`src/rtl/i2cs_pkg.sv`:
```
`timescale 1ns/1ps
package i2cs_pkg;

   typedef enum logic {
      DIR_RX = 1'b0,
      DIR_TX = 1'b1
   } dir_e;

   // width of a counter that must hold values 0..n
   function automatic int unsigned cnt_width(input int unsigned n);
      return (n < 2) ? 1 : $clog2(n + 1);
   endfunction

endpackage

```
`src/rtl/i2cs_frame_ctr.sv`:
```
`timescale 1ns/1ps
module i2cs_frame_ctr
   import i2cs_pkg::*;
#(
   parameter int unsigned DW = 8,
   localparam int unsigned CW = cnt_width(DW)
) (
   input  logic          clk,
   input  logic          rst_n,
   input  logic          scl_rise,
   input  logic          flag_clr,
   input  logic          start_det,
   output logic [CW-1:0] bit_cnt,
   output logic          idle,
   output logic          first_byte,
   output logic          data_end
);

   localparam logic [CW-1:0] LAST = CW'(DW);
   localparam logic [CW-1:0] LAST_DATA = CW'(DW - 1);

   logic shift_en;

   assign shift_en = scl_rise && !idle;
   assign data_end = shift_en && (bit_cnt == LAST_DATA);

   always_ff @(posedge clk) begin
      if (!rst_n) begin
         bit_cnt    <= '0;
         idle       <= 1'b1;
         first_byte <= 1'b0;
      end else begin
         if (start_det) begin
            bit_cnt    <= '0;
            first_byte <= 1'b1;
         end else begin
            if (shift_en) begin
               if (bit_cnt == LAST) bit_cnt <= '0;
               else                 bit_cnt <= bit_cnt + 1'b1;
            end
            if (data_end) first_byte <= 1'b0;
         end
         if (flag_clr)
            idle <= 1'b0;
         else if (shift_en && bit_cnt == LAST)
            idle <= 1'b1;
      end
   end

   // the counter never passes the acknowledge slot
   p_cnt_bound_r4 : assert property (@(posedge clk) disable iff (!rst_n)
      bit_cnt <= LAST);

   // the frame-done flag only rises right after an SCL rising edge
   p_flag_after_rise_r4 : assert property (@(posedge clk) disable iff (!rst_n)
      $rose(idle) |-> $past(scl_rise));

   // a clear strobe always drops the flag
   p_clear_r9 : assert property (@(posedge clk) disable iff (!rst_n)
      flag_clr |=> !idle);

endmodule

```
`src/rtl/i2cs_shift_core.sv`:
```
`timescale 1ns/1ps
module i2cs_shift_core
   import i2cs_pkg::*;
#(
   parameter int unsigned DW = 8
) (
   input  logic          clk,
   input  logic          rst_n,
   input  logic          idle,
   input  logic          scl_rise,
   input  logic          scl_fall,
   input  logic          sda_in,
   input  logic          cpu_wr,
   input  logic [DW-1:0] cpu_wdata,
   input  dir_e          dir,
   input  logic          ack_value,
   input  logic          ack_slot,
   input  logic          flag_clr,
   output logic [DW-1:0] dat_q,
   output logic          ack_q,
   output logic          obuf_q
);

   logic wr_ok;
   logic rise_ok;
   logic fall_ok;
   logic fall_val;

   assign wr_ok   = cpu_wr && idle;
   assign rise_ok = scl_rise && !idle;
   assign fall_ok = scl_fall && !idle;

   always_comb begin
      if (ack_slot) fall_val = (dir == DIR_TX) ? 1'b1 : ack_value;
      else          fall_val = (dir == DIR_TX) ? dat_q[DW-1] : 1'b1;
   end

   always_ff @(posedge clk) begin
      if (!rst_n) begin
         dat_q  <= '0;
         ack_q  <= 1'b1;
         obuf_q <= 1'b1;
      end else begin
         if (wr_ok) begin
            dat_q  <= cpu_wdata;
            obuf_q <= cpu_wdata[DW-1];
         end else begin
            if (rise_ok)
               {dat_q, ack_q} <= {dat_q[DW-2:0], ack_q, sda_in};
            if (fall_ok)
               obuf_q <= fall_val;
            else if (flag_clr && idle && dir == DIR_RX)
               obuf_q <= 1'b1;
         end
      end
   end

   // a frozen register keeps data and ack unless the CPU writes
   p_hold_r8 : assert property (@(posedge clk) disable iff (!rst_n)
      (idle && !cpu_wr) |=> ($stable(dat_q) && $stable(ack_q)));

   // a CPU write presents the new MSB on the bus buffer
   p_load_msb_r3 : assert property (@(posedge clk) disable iff (!rst_n)
      wr_ok |=> (obuf_q == $past(cpu_wdata[DW-1])));

   // a receiver keeps SDA released during the data bits
   p_rx_release_r7 : assert property (@(posedge clk) disable iff (!rst_n)
      (fall_ok && !ack_slot && dir == DIR_RX) |=> obuf_q);

   // a transmitter releases SDA for the acknowledge slot
   p_tx_ack_release_r5 : assert property (@(posedge clk) disable iff (!rst_n)
      (fall_ok && ack_slot && dir == DIR_TX) |=> obuf_q);

endmodule

```
`src/rtl/i2cs_addr_match.sv`:
```
`timescale 1ns/1ps
module i2cs_addr_match
   import i2cs_pkg::*;
#(
   parameter int unsigned DW = 8,
   parameter bit          GCALL_EN = 1'b1
) (
   input  logic          clk,
   input  logic          rst_n,
   input  logic          adr_wr,
   input  logic [DW-1:0] adr_wdata,
   input  logic          sample,
   input  logic [DW-2:0] rx_upper,
   input  logic          rx_lsb,
   output logic [DW-1:0] own_q,
   output logic          hit_q
);

   logic addr_eq;
   logic gc_eq;

   assign addr_eq = (rx_upper == own_q[DW-1:1]);

   generate
      if (GCALL_EN) begin : g_gcall
         assign gc_eq = own_q[0] && (rx_upper == '0) && !rx_lsb;
      end else begin : g_no_gcall
         assign gc_eq = 1'b0;
      end
   endgenerate

   always_ff @(posedge clk) begin
      if (!rst_n) begin
         own_q <= '0;
         hit_q <= 1'b0;
      end else begin
         if (adr_wr) own_q <= adr_wdata;
         hit_q <= sample && (addr_eq || gc_eq);
      end
   end

   // a match is a single-cycle pulse
   p_hit_pulse_r10 : assert property (@(posedge clk) disable iff (!rst_n)
      hit_q |=> !hit_q);

   // a match needs a sampled first byte
   p_hit_needs_sample_r12 : assert property (@(posedge clk) disable iff (!rst_n)
      hit_q |-> $past(sample));

endmodule

```
`src/rtl/i2c_byte_shifter.sv`:
```
`timescale 1ns/1ps
module i2c_byte_shifter
   import i2cs_pkg::*;
#(
   parameter int unsigned DW = 8,
   parameter bit          GCALL_EN = 1'b1
) (
   input  logic          clk,
   input  logic          rst_n,
   input  logic          cpu_wr,
   input  logic [DW-1:0] cpu_wdata,
   output logic [DW-1:0] cpu_rdata,
   input  logic          adr_wr,
   input  logic [DW-1:0] adr_wdata,
   output logic [DW-1:0] own_addr,
   input  logic          flag_clr,
   output logic          done_flag,
   input  logic          scl_rise,
   input  logic          scl_fall,
   input  logic          sda_in,
   output logic          sda_out,
   input  logic          tx_mode,
   input  logic          ack_value,
   input  logic          master,
   input  logic          start_det,
   output logic          ack_bit,
   output logic          addr_hit
);

   localparam int unsigned CW = cnt_width(DW);

   if (DW < 4) begin : g_bad_width
      $error("i2c_byte_shifter: DW must be at least 4");
   end

   logic [CW-1:0] bit_cnt;
   logic          idle;
   logic          first_byte;
   logic          data_end;
   logic          ack_slot;
   logic [DW-1:0] dat_q;
   logic          ack_q;
   logic          cmp_sample;
   dir_e          dir;

   assign dir      = tx_mode ? DIR_TX : DIR_RX;
   assign ack_slot = (bit_cnt == CW'(DW));

   i2cs_frame_ctr #(.DW(DW)) u_frame (
      .clk        (clk),
      .rst_n      (rst_n),
      .scl_rise   (scl_rise),
      .flag_clr   (flag_clr),
      .start_det  (start_det),
      .bit_cnt    (bit_cnt),
      .idle       (idle),
      .first_byte (first_byte),
      .data_end   (data_end)
   );

   i2cs_shift_core #(.DW(DW)) u_shift (
      .clk       (clk),
      .rst_n     (rst_n),
      .idle      (idle),
      .scl_rise  (scl_rise),
      .scl_fall  (scl_fall),
      .sda_in    (sda_in),
      .cpu_wr    (cpu_wr),
      .cpu_wdata (cpu_wdata),
      .dir       (dir),
      .ack_value (ack_value),
      .ack_slot  (ack_slot),
      .flag_clr  (flag_clr),
      .dat_q     (dat_q),
      .ack_q     (ack_q),
      .obuf_q    (sda_out)
   );

   assign cmp_sample = data_end && first_byte && !master && !start_det;

   i2cs_addr_match #(.DW(DW), .GCALL_EN(GCALL_EN)) u_addr (
      .clk       (clk),
      .rst_n     (rst_n),
      .adr_wr    (adr_wr),
      .adr_wdata (adr_wdata),
      .sample    (cmp_sample),
      .rx_upper  ({dat_q[DW-3:0], ack_q}),
      .rx_lsb    (sda_in),
      .own_q     (own_addr),
      .hit_q     (addr_hit)
   );

   assign cpu_rdata = dat_q;
   assign done_flag = idle;
   assign ack_bit   = ack_q;

   // master mode never reports a slave address match
   p_master_quiet_r12 : assert property (@(posedge clk) disable iff (!rst_n)
      $past(master) |-> !addr_hit);

endmodule

```
`config.mk`:
```
export PLATFORM = sky130hd
export DESIGN_NAME = i2c_byte_shifter
export DESIGN_NICKNAME = d
export VERILOG_FILES = /design/src/rtl/i2cs_pkg.sv /design/src/rtl/i2cs_frame_ctr.sv /design/src/rtl/i2cs_shift_core.sv /design/src/rtl/i2cs_addr_match.sv /design/src/rtl/i2c_byte_shifter.sv
export SDC_FILE = /design/constraint.sdc
export NUM_CORES = 1
export LEC_CHECK = 0
export ABC_AREA = 1
export BUFFER_PORTS_ARGS = -buffer_cell sky130_fd_sc_hd__buf_2
export CAP_MARGIN = 20
export CORE_MARGIN = 3
export CORE_UTILIZATION = 30
export CTS_BUF_LIST = sky130_fd_sc_hd__clkbuf_2
export DETAILED_ROUTE_END_ITERATION = 16
export SYNTH_ARGS = -nofsm -noshare
export SYNTH_HDL_FRONTEND = slang
export SYNTH_SLANG_ARGS = --single-unit
```
`constraint.sdc`:
```
create_clock -name clk -period 1.05 [get_ports clk]
set_input_delay 0.21 -clock clk [delete_from_list [all_inputs] [get_ports clk]]
set_output_delay 0.21 -clock clk [all_outputs]
set_load 0.05 [all_outputs]
```
== Word level (Yosys, flattened, before mapping) ==
Index checks and enable logic that the tools add are counted.

* $add $sub $neg: 1
* Eq/ne operators: 3
* Bitwise gates (word level): 3
* Multiplexer cells: 14
* Reduce and logical (&&, ||, !) cells: 25

{| class="wikitable"
|+ Operators with widths
! kind !! count
|-
| $mux W8 || 2
|-
| $logic_and A1 B1 Y1 || 13
|-
| $mux W1 || 11
|-
| $eq A7 B7 Y1 || 1
|-
| $logic_not A7 Y1 || 1
|-
| $reduce_bool A2 Y1 || 3
|-
| $add A4 B1 Y4 const B || 1
|-
| $eq A4 B3 Y1 const B || 1
|-
| $eq A4 B4 Y1 const B || 1
|-
| $logic_not A1 Y1 || 4
|-
| $mux W4 || 1
|-
| $not A1 Y1 || 3
|-
| $reduce_bool A3 Y1 || 1
|-
| $reduce_and A2 Y1 || 1
|-
| $reduce_or A2 Y1 || 1
|-
| $logic_or A1 B1 Y1 || 1
|}

* Input port bits: 28
* Output and inout bits: 20
* Word-level logic and storage cells: 54
* Flip-flop bits (word level): 25

== Logic depth before layout (Yosys ltp) ==
Gate-level depths: netlist (run 1).

* Depth after elaboration: 7
* Gate-level depth with buffers: 8
* Depth with buffers taken out: 8

== By module ==
A second synthesis (run 1) with hierarchy kept.

* Cell total of the unflattened synthesis: 187
* Area, all modules: 1,272.5 sq um

{| class="wikitable"
|+ By module, submodules not included
! module !! sequential area each (sq um) !! cells each !! area an instance (sq um) !! times used
|-
| i2cs_shift_core || 200.2 || 70 || 483.0 || 1
|-
| i2cs_addr_match || 180.2 || 64 || 437.9 || 1
|-
| i2cs_frame_ctr || 120.1 || 42 || 310.3 || 1
|-
| i2c_byte_shifter || 0.0 || 11 || 41.3 || 1
|}

== Least setup slack after synthesis (run 1) ==
Ideal clock, no wire load.

* Kind: register to register
* Start point: register u_frame.idle
* End point: register u_shift.dat_q[1]
* Setup slack: -0.389 ns
* Path buffers: 0
* Period minus slack after synthesis: 1.439 ns
* Setup time: 0.118 ns
* Arrival: 1.321 ns
* Cell stages (with the launch flop): 6
* Data required time: 0.932 ns
* Cell sequence: dfxtp_1 -> nand2_1 -> inv_2 -> nor2_4 -> a21oi_1 -> nor2_1

* Word-level cells in the longest chain between the ends: 3
* Elaborated cells on any way between the ends: 5
* Those cells by class: mux: 1; reduce/logical: 4

{| class="wikitable"
|+ Ends and longest elaborated chain
! element !! line !! RTL
|-
| start: declaration || i2cs_frame_ctr.sv:14 || <nowiki>output logic idle,</nowiki>
|-
| start signal: assignment || i2cs_frame_ctr.sv:30 || <nowiki>idle <= 1'b1;</nowiki>
|-
| start signal: assignment || i2cs_frame_ctr.sv:44 || <nowiki>idle <= 1'b0;</nowiki>
|-
| start signal: assignment || i2cs_frame_ctr.sv:46 || <nowiki>idle <= 1'b1;</nowiki>
|-
| $logic_not A1 Y1 || i2cs_shift_core.sv:30 || <nowiki>assign rise_ok = scl_rise && !idle;</nowiki>
|-
| $logic_and A1 B1 Y1 || i2cs_shift_core.sv:30 ||
|-
| $reduce_bool A2 Y1 (no line) || - ||
|-
| end signal: assignment || i2cs_shift_core.sv:45 || <nowiki>dat_q <= cpu_wdata;</nowiki>
|-
| end signal: assignment || i2cs_shift_core.sv:49 || <nowiki>{dat_q, ack_q} <= {dat_q[DW-2:0], ack_q, sda_in};</nowiki>
|-
| end: declaration || i2cs_shift_core.sv:19 || <nowiki>output logic [DW-1:0] dat_q,</nowiki>
|}

Several ways; a longest one is shown, not always the timed one.
A chain may end at the register's enable or synchronous reset.

== Worst setup path in the final report (run 1) ==
* Start point: register u_frame.idle
* End point: register u_frame.bit_cnt[2]

* Word-level cells in the longest chain between the ends: 2

{| class="wikitable"
|+ Ends and longest elaborated chain
! element !! line !! RTL
|-
| $logic_not A1 Y1 || i2cs_frame_ctr.sv:24 || <nowiki>assign shift_en = scl_rise && !idle;</nowiki>
|-
| $logic_and A1 B1 Y1 || i2cs_frame_ctr.sv:24 ||
|-
| end signal: assignment || i2cs_frame_ctr.sv:39 || <nowiki>else bit_cnt <= bit_cnt + 1'b1;</nowiki>
|-
| end: declaration || i2cs_frame_ctr.sv:13 || <nowiki>output logic [CW-1:0] bit_cnt,</nowiki>
|}

No other way between the ends.

==> metrics.txt, run 1 <==
count of pins on the block boundary 48; f_max 858.8 MHz; signal arrival time at the worst endpoint about 1500 ps; placed wire-length estimate after detailed placement about 2.5 mm; Gate Count Post-Synth 174; number of warning messages in the yosys log 0; worst slew pin tran between 300 and 400 ps; Iteration-0 DRC Markers between 40 and 50; pre-CTS setup slack -92.49 ps; library cells used by synthesis 27; post-route core utilization 57.30%; CTS tree built; total power consumption of the routed design 2249 uW; area added between synthesis and finish 78.04%; via count normalized by instance count 4.526; FFs w/ async S/R, synth 0%; final std cells w/o fill 310; Std-Cell Core Area approximately 3800 um^2; post-route worst setup slack -114.4 ps; layout net count 293; starting utilization of the core area 32.18%; buffer depth of the longest clock path 2; number of buffers inserted during clock tree synthesis 3; final number of hold-violating endpoints 0; CP Class flop to flop; layout cells sized above 1 54.20%; cell area power density around 1000 nW/um^2; Reg clk slew, reported paths ~230 ps; Max transition margin 77.20%; Die X-Extent 69.61 um; Worst Path Max Fanout 6; Die Y 69.61 um; vias after detailed routing 1403; pin count of the biggest net entering global routing 14; number of pins with negative max-slew slack in the final report 0; RSZ-0062 raised after global routing yes; type of destination of the critical path flop; result of the run complete, but fails checks; Seq/Total Area, Yosys around two fifths; cell leakage power 0.001004 uW; aggregate global routing overflow 0; worst hold margin approximately 54 ps; number of flip-flops and latches in the synthesized netlist 25; required time of the worst setup path 1350 ps; IR Drop Worst-Case VDD 0.7070 mV; post-synth net total a little over 200; mean cell area of the mapped netlist 6.975 um^2; placer's final routability congestion estimate 0.8170; top cell type by total area after synthesis dfxtp_1; standard-cell row count 22; TritonRoute pass-1 iters 4; Placed Cells incl. Taps roughly 280; insertion delay of the later-clocked pin in the worst-skew pair 350 ps; failing checks setup timing; Die Footprint just under 5000 um^2; part of the cycle the worst path needs 110.9%; depth of the CTS H-tree 1; fraction of synthesized cell area taken by the top area cell type ~41%; IO buf count between 40 and 50; number of global-route vias before repair 1368; total wirelength of the detailed-routed design 3.615 mm; number of antenna violations at the first check in global routing 0; Inserted Diodes 0; Synth Flop Type dfxtp_1; type of origin of the critical path flop; count of flip-flops with a built-in enable after synthesis 0; CTS Root Cell clkbuf_2; Tmin final 1164 ps; DRC violation count after routing 0; max-cap check violation count 0; global-route total usage across every layer between 10% and 20%; Post-Syn Area 1214 um^2; type of the tightest min-delay check primary input to flop; clock sink count 25; final worst clock skew 4.871 ps; global-route wire length before repair 5.878 mm; average detailed-routed wire length per instance 11.66 um; leading post-synthesis cells by cell area dfxtp_1 (41%), nand2_1 (16%), inv_1 (5.9%); count of fill cells added during filler insertion roughly 330; Finish-stage setup viols 35; residual antenna-violating net count after detailed routing 0
final cells by class:
cell class	count	area [um^2]	area share, %
well taps	48	60.06	2.779
inverters	23	103.9	4.806
multi-input cells	124	693.2	32.08
repair buffers	86	738.2	34.16
clock buffers	4	20.02	0.9265
flip-flops and latches	25	545.5	25.25
worst paths after layout:
check,from,cells past startpoint,slack (ps),end
max,u_frame.idle,6,-110,u_frame.bit_cnt[2]
min,rst_n,2,50,u_frame.idle
max reg2reg,u_frame.idle,6,-110,u_frame.bit_cnt[2]
min reg2reg,u_frame.first_byte,2,480,u_frame.first_byte
critical path: stages (launching register included):
cell	delay, ps
dfxtp_4	440
inv_4	50
nand2_8	90
buf_4	120
nor2_2	30
or2_4	240
nor3b_2	150
stage by stage:
| step | area (um^2) | TNS (ps) |
|---|---|---|
| 6_report | 2161 | -1850 |
| 3_5_place_dp | 1602 | -253.1 |
| 5_1_grt | 2161 | -4143 |
| 2_1_floorplan | 1255 | -42.27 |
| 4_1_cts | 2014 | -1776 |
| 3_3_place_gp | 1602 | -112.3 |
per-layer routing:
metal,wire [um],global-route usage [%],up-vias
met5,0,0,-
met4,61,4.555,0
met3,233,4.638,6
met2,1683,23.73,36
met1,1637,18.73,624
li1,-,-,737
cell families after synthesis:
kind of cell               share of synthesized area, %
and+or+nand+nor                                   32.99
AOI/OAI and AO/OA                                 13.51
buffers and inverters                             8.041
DFF                                               41.24
xor gates and xnor gates                          2.165
adders and majority gates                         2.062
flip-flops by register name, summed over array words and instances, names as in the netlist:
name and flops:
u_shift.ack_q 1, u_addr.hit_q 1, u_shift.obuf_q 1, u_addr.own_q 8
u_shift.dat_q 8, u_frame.first_byte 1, u_frame.bit_cnt 4, u_frame.idle 1
cell usage in the layout (no fill, tap or decap), types with 2 or more instances in the layout:
cell type / n
nand2_1: 50
buf_4: 34
buf_2: 27
buf_8: 18
nor2_1: 17
dfxtp_2: 15
inv_1: 10
o21ai_0: 10
inv_2: 9
a21oi_1: 7
dfxtp_4: 7
a31oi_1: 6
buf_6: 6
nand3_1: 5
clkbuf_2: 4
nand2_2: 3
a21oi_2: 3
nand3_2: 3
dfxtp_1: 3
inv_4: 2
o21ai_1: 2
xor2_1: 2
synthesized netlist by cell type, types with 2 or more instances:
| cell type | number |
|---|---|
| nand2_1 | 53 |
| dfxtp_1 | 25 |
| inv_1 | 19 |
| nor2_1 | 17 |
| o21ai_0 | 12 |
| a21oi_1 | 10 |
| nand3_1 | 9 |
| a31oi_1 | 6 |
| ha_1 | 2 |
| inv_2 | 2 |
| nor3_1 | 2 |
| xor2_1 | 2 |
power by group:
part	internal, uW	switching, uW	leakage (uW)
logic	367	432	0.000773
registers	1010	52.8	0.000214
clock network	101	289	0.0000166
total	1480	773	0.00100
repair_timing:
item / 4_1_cts / 5_1_grt
pin swaps: 6 / 15
buffers inserted: 22 / 8
setup endpoints to repair: 33 / 36
hold buffers: 0 / 1
hold endpoints to repair: 0 / 1
gates resized for setup: 71 / 27
No activity file was read; power rests on OpenSTA's default activity.
==> run 2: changes to the inputs <==
==> constraint.sdc (replaced) <==
create_clock -name clk -period 1 [get_ports clk]
set_input_delay 0.2 -clock clk [delete_from_list [all_inputs] [get_ports clk]]
set_output_delay 0.2 -clock clk [all_outputs]
set_load 0.05 [all_outputs]
==> metrics.txt, run 2 (same netlist as run 1, synthesis figures left out) <==
area of placed instances 1662 um^2; vias after detailed routing 1438; depth of the CTS H-tree 1; max-cap check violation count 0; placer's final routability congestion estimate about 0.85; type of destination of the critical path flop; Placed Cells incl. Taps 283; placed wire-length estimate after detailed placement 2.496 mm; setup total negative slack -4219 ps; pin count of the biggest net entering global routing 15; failing checks setup timing; number of buffers inserted during clock tree synthesis 3; Die Footprint 4845 um^2; pre-CTS setup slack -137.3 ps; Die X-Extent 69.61 um; total wirelength of the detailed-routed design 3.658 mm; IO buf count 47; layout cells sized above 1 55.93%; post-route worst setup slack -215.5 ps; buffer depth of the longest clock path 2; Die Y 69.61 um; Iteration-0 DRC Markers 53; f_max 822.7 MHz; commonest cells after routing, fill and taps aside nand2_1 (51), buf_4 (37), buf_2 (27), buf_8 (17), nor2_1 (16); cell area after layout 2255 um^2; worst slew pin tran 231.8 ps; standard-cell row count 22; signal arrival time at the worst endpoint 1520 ps; required time of the worst setup path 1310 ps; final std cells w/o fill 318; count of pins on the block boundary 48; TritonRoute pass-1 iters 4; Worst Path Max Fanout 4; Tmin final roughly 1200 ps; cell area power density about 1100 nW/um^2; insertion delay of the later-clocked pin in the worst-skew pair between 300 and 400 ps; number of antenna violations at the first check in global routing 0; post-route core utilization between 50% and 60%; Reg clk slew, reported paths 230 ps; residual antenna-violating net count after detailed routing 0; Finish-stage setup viols 37; type of origin of the critical path flop; result of the run complete, but fails checks; CTS Root Cell clkbuf_2; type of the tightest min-delay check primary input to flop; average detailed-routed wire length per instance 11.50 um; CTS tree built; layout net count between 300 and 400; area added between synthesis and finish 85.77%; clock sink count 25; commonest non-fill, non-tap cell in the layout nand2_1; IR Drop Worst-Case VDD about 0.79 mV; part of the cycle the worst path needs 121.6%; starting utilization of the core area 32.18%; number of pins with negative max-slew slack in the final report 0; via count normalized by instance count about 4.5; aggregate global routing overflow 0; RSZ-0062 raised after global routing yes; DRC violation count after routing 0; Inserted Diodes 0; cell leakage power about 0.0010 uW; Max transition margin 84.55%; Regs by FF count u_addr.own_q (8), u_shift.dat_q (8), u_frame.bit_cnt (4); number of global-route vias before repair 1390; final number of hold-violating endpoints 0; CP Class flop to flop; global-route wire length before repair 6.154 mm; Std-Cell Core Area 3771 um^2; final worst clock skew 4.502 ps; global-route total usage across every layer 15.59%
run 2: final timing paths:
| check | start | to | slack (ps) | cells past startpoint |
|---|---|---|---|---|
| max | u_frame.bit_cnt[0] | u_frame.bit_cnt[2] | -220 | 6 |
| max reg2reg | u_frame.bit_cnt[0] | u_frame.bit_cnt[2] | -220 | 6 |
| min | sda_in | u_shift.ack_q | 40 | 3 |
| min reg2reg | u_frame.first_byte | u_frame.first_byte | 480 | 2 |
run 2: layer usage:
layer	up-vias	wire, um	track usage (%)
met5	-	0	0
met1	655	1633	18.28
met3	5	174	4.058
li1	750	-	-
met2	28	1803	27.54
met4	0	46	4.772
run 2: critical path: stages, from the launching register on:
cell and delay, ps:
dfxtp_2 410, inv_2 60, ha_4 170, nand3_4 70
nor2_4 40, or2_4 260, nor3b_2 160
run 2: repair_timing:
| item | 4_1_cts | 5_1_grt |
|---|---|---|
| gates resized for setup | 89 | 20 |
| pin swaps | 5 | 19 |
| endpoints found under the hold margin | 1 | 0 |
| setup buffers | 27 | 4 |
| hold buffers | 1 | 0 |
| setup endpoints to repair | 36 | 37 |
run 2: area by class of cell:
type	count	area, um^2
Fill cell	336	1516
Timing Repair Buffer	94	813.3
Multi-Input combinational cell	124	706.9
Sequential cell	25	548.0
Inverter	23	106.4
Tap cell	48	60.06
Clock buffer	3	15.01
Clock inverter	1	5.005
run 2: power by group:
part / switching (uW) / total (uW) / internal, uW
Clock: 307 / 398 / 90.7
Combinational: 469 / 877 / 408
Sequential: 51.3 / 1110 / 1060
run 2: through the flow:
| stage | total power (uW) | hold WS [ps] |
|---|---|---|
| final | 2383 | 38.41 |
| after CTS | 2352 | 25.41 |
| after floorplan | 1523 | 300.1 |
| after global routing | 2516 | 10.80 |
| after detailed placement | 1730 | 417.4 |
| after global placement | 1726 | 407.9 |
==> run 3: changes to the inputs <==
--- a/config.mk
+++ b/config.mk
@@ -12,6 +12,7 @@
 export CORE_UTILIZATION = 30
 export CTS_BUF_LIST = sky130_fd_sc_hd__clkbuf_2
 export DETAILED_ROUTE_END_ITERATION = 16
+export MAX_ROUTING_LAYER = met4
 export SYNTH_ARGS = -nofsm -noshare
 export SYNTH_HDL_FRONTEND = slang
 export SYNTH_SLANG_ARGS = --single-unit
==> metrics.txt, run 3 (same netlist as run 1, synthesis figures left out) <==
result of the run complete, but fails checks; failing checks setup timing; IR Drop Worst-Case VDD 0.7850 mV; type of the tightest min-delay check primary input to flop; cell breakdown of the critical path buf_6 > buf_8; layout net count 301; buffer depth of the longest clock path 2; commonest cells after routing, fill and taps aside nand2_1 (50), buf_4 (37), buf_2 (27), buf_8 (17), nor2_1 (16); global-route total usage across every layer 16.12%; Die Y 69.61 um; worst slew pin tran 234.7 ps; reg2reg start u_frame.idle; via count normalized by instance count ~4.5; average detailed-routed wire length per instance 11.60 um; Regs by FF count u_addr.own_q (8), u_shift.dat_q (8), u_frame.bit_cnt (4); count of pins on the block boundary 48; vias after detailed routing 1434; placed wire-length estimate after detailed placement 2.496 mm; residual antenna-violating net count after detailed routing 0; count of fill cells added during filler insertion 335; Die X-Extent just under 70 um; critical hold path startpoint sda_in; TritonRoute pass-1 iters 4; final number of hold-violating endpoints 0; pin count of the biggest net entering global routing 15; layout cells sized above 1 approximately 58%; Finish-stage setup viols 36; RSZ-0062 raised after global routing yes; Reg clk slew, reported paths between 200 and 250 ps; IO buf count 47; signal arrival time at the worst endpoint 1010 ps; Worst path depth 2; cell area power density 1058 nW/um^2; depth of the CTS H-tree 1; Iteration-0 DRC Markers 62; crit path buf inv count 2; Placed Cells incl. Taps 283; biggest cell delay along the critical path ~400 ps; DRC violation count after routing 0; cell leakage power around 0.0010 uW; type of origin of the critical path flop; part of the cycle the worst path needs 121.1%; clock sink count 25; commonest non-fill, non-tap cell in the layout nand2_1; Worst Path Max Fanout 2; Die Footprint 4845 um^2; area added between synthesis and finish 86.70%; max-cap check violation count 0; final worst clock skew about 3.4 ps; number of buffers inserted during clock tree synthesis 3; post-route worst setup slack -210.7 ps; aggregate global routing overflow 0; CP Class flop to output pin; Std-Cell Core Area between 3000 and 4000 um^2; Cells on Worst Hold Path 3; type of destination of the critical path output pin; Critical-path top delay cell dfxtp_4; Tmin final around 1200 ps; starting utilization of the core area roughly a third; Inserted Diodes 0; placer's final routability congestion estimate 0.8658; number of pins with negative max-slew slack in the final report 0; Max transition margin 84.36%; worst setup path startpoint u_frame.idle; required time of the worst setup path 800 ps; standard-cell row count 22; number of antenna violations at the first check in global routing 0; f_max slightly above 800 MHz; CTS Root Cell clkbuf_2; final std cells w/o fill 318; CTS tree built; insertion delay of the later-clocked pin in the worst-skew pair 360 ps; delay-heaviest family, CP flip-flops; total power consumption of the routed design between 2000 and 2500 uW; global-route wire length before repair just over 6 mm; total wirelength of the detailed-routed design 3.689 mm; Reg2Reg Depth 8; number of global-route vias before repair between 1000 and 1500
==> run 3: area by class of cell <==
| cell class | instances | area (um^2) | area share (%) |
|---|---|---|---|
| Clock buffer | 3 | 15.01 | 0.6626 |
| Clock inverter | 1 | 5.005 | 0.2209 |
| Inverter | 23 | 106.4 | 4.694 |
| Multi-Input combinational cell | 124 | 716.9 | 31.64 |
| Sequential cell | 25 | 549.3 | 24.24 |
| Tap cell | 48 | 60.06 | 2.650 |
| Timing Repair Buffer | 94 | 813.3 | 35.89 |
==> run 3: repair_timing <==
item | CTS | global route
hold endpoints to repair | 1 | 0
resized for setup | 89 | 25
setup endpoints to repair | 36 | 37
buffers inserted | 27 | 4
pin swaps | 5 | 15
hold buffers | 1 | 0
==> run 3: path summary, 6_finish.rpt <==
path	endpoint	slack, ps
hold reg to reg	u_frame.first_byte	480
setup reg to reg	u_shift.dat_q[4]	-190
setup / recovery	done_flag	-210
hold / removal	u_shift.ack_q	40
==> run 3: metal layers <==
metal / share of wire [%] / GRT usage (%) / wire length [um]
met5: 0 / - / 0
met4: 1.4 / 4.772 / 51
met3: 4.6 / 4.058 / 170
met2: 49 / 27.54 / 1816
met1: 45 / 18.54 / 1652
==> run 3: per-stage QoR <==
step,cell area [um^2],util (%),setup slack (ps),hold WS [ps],setup TNS (ps)
after floorplan,1255,-,-81.54,300.1,-564.7
after global routing,2266,60.09,-286.4,1.954,-6818
final,2266,60.09,-210.7,35.46,-4129
after global placement,1662,44.06,-98.86,407.9,-358.6
after detailed placement,1662,44.06,-137.3,417.4,-552.3
after CTS,2180,57.80,-208.8,25.41,-4339
==> run 3: worst reg2reg max path: cells and delay by family (launching register included) <==
| family | cells | cell delay, ps |
|---|---|---|
| compound gates | 1 | 40 |
| flops | 1 | 410 |
| buf+inv | 4 | 360 |
| simple gates | 3 | 350 |
==> run 3: report_power, final <==
group          switching [uW]  internal [uW]  leakage (uW)
clock                     314           90.6     0.0000164
sequential               51.5           1060      0.000215
combinational             472            412      0.000816
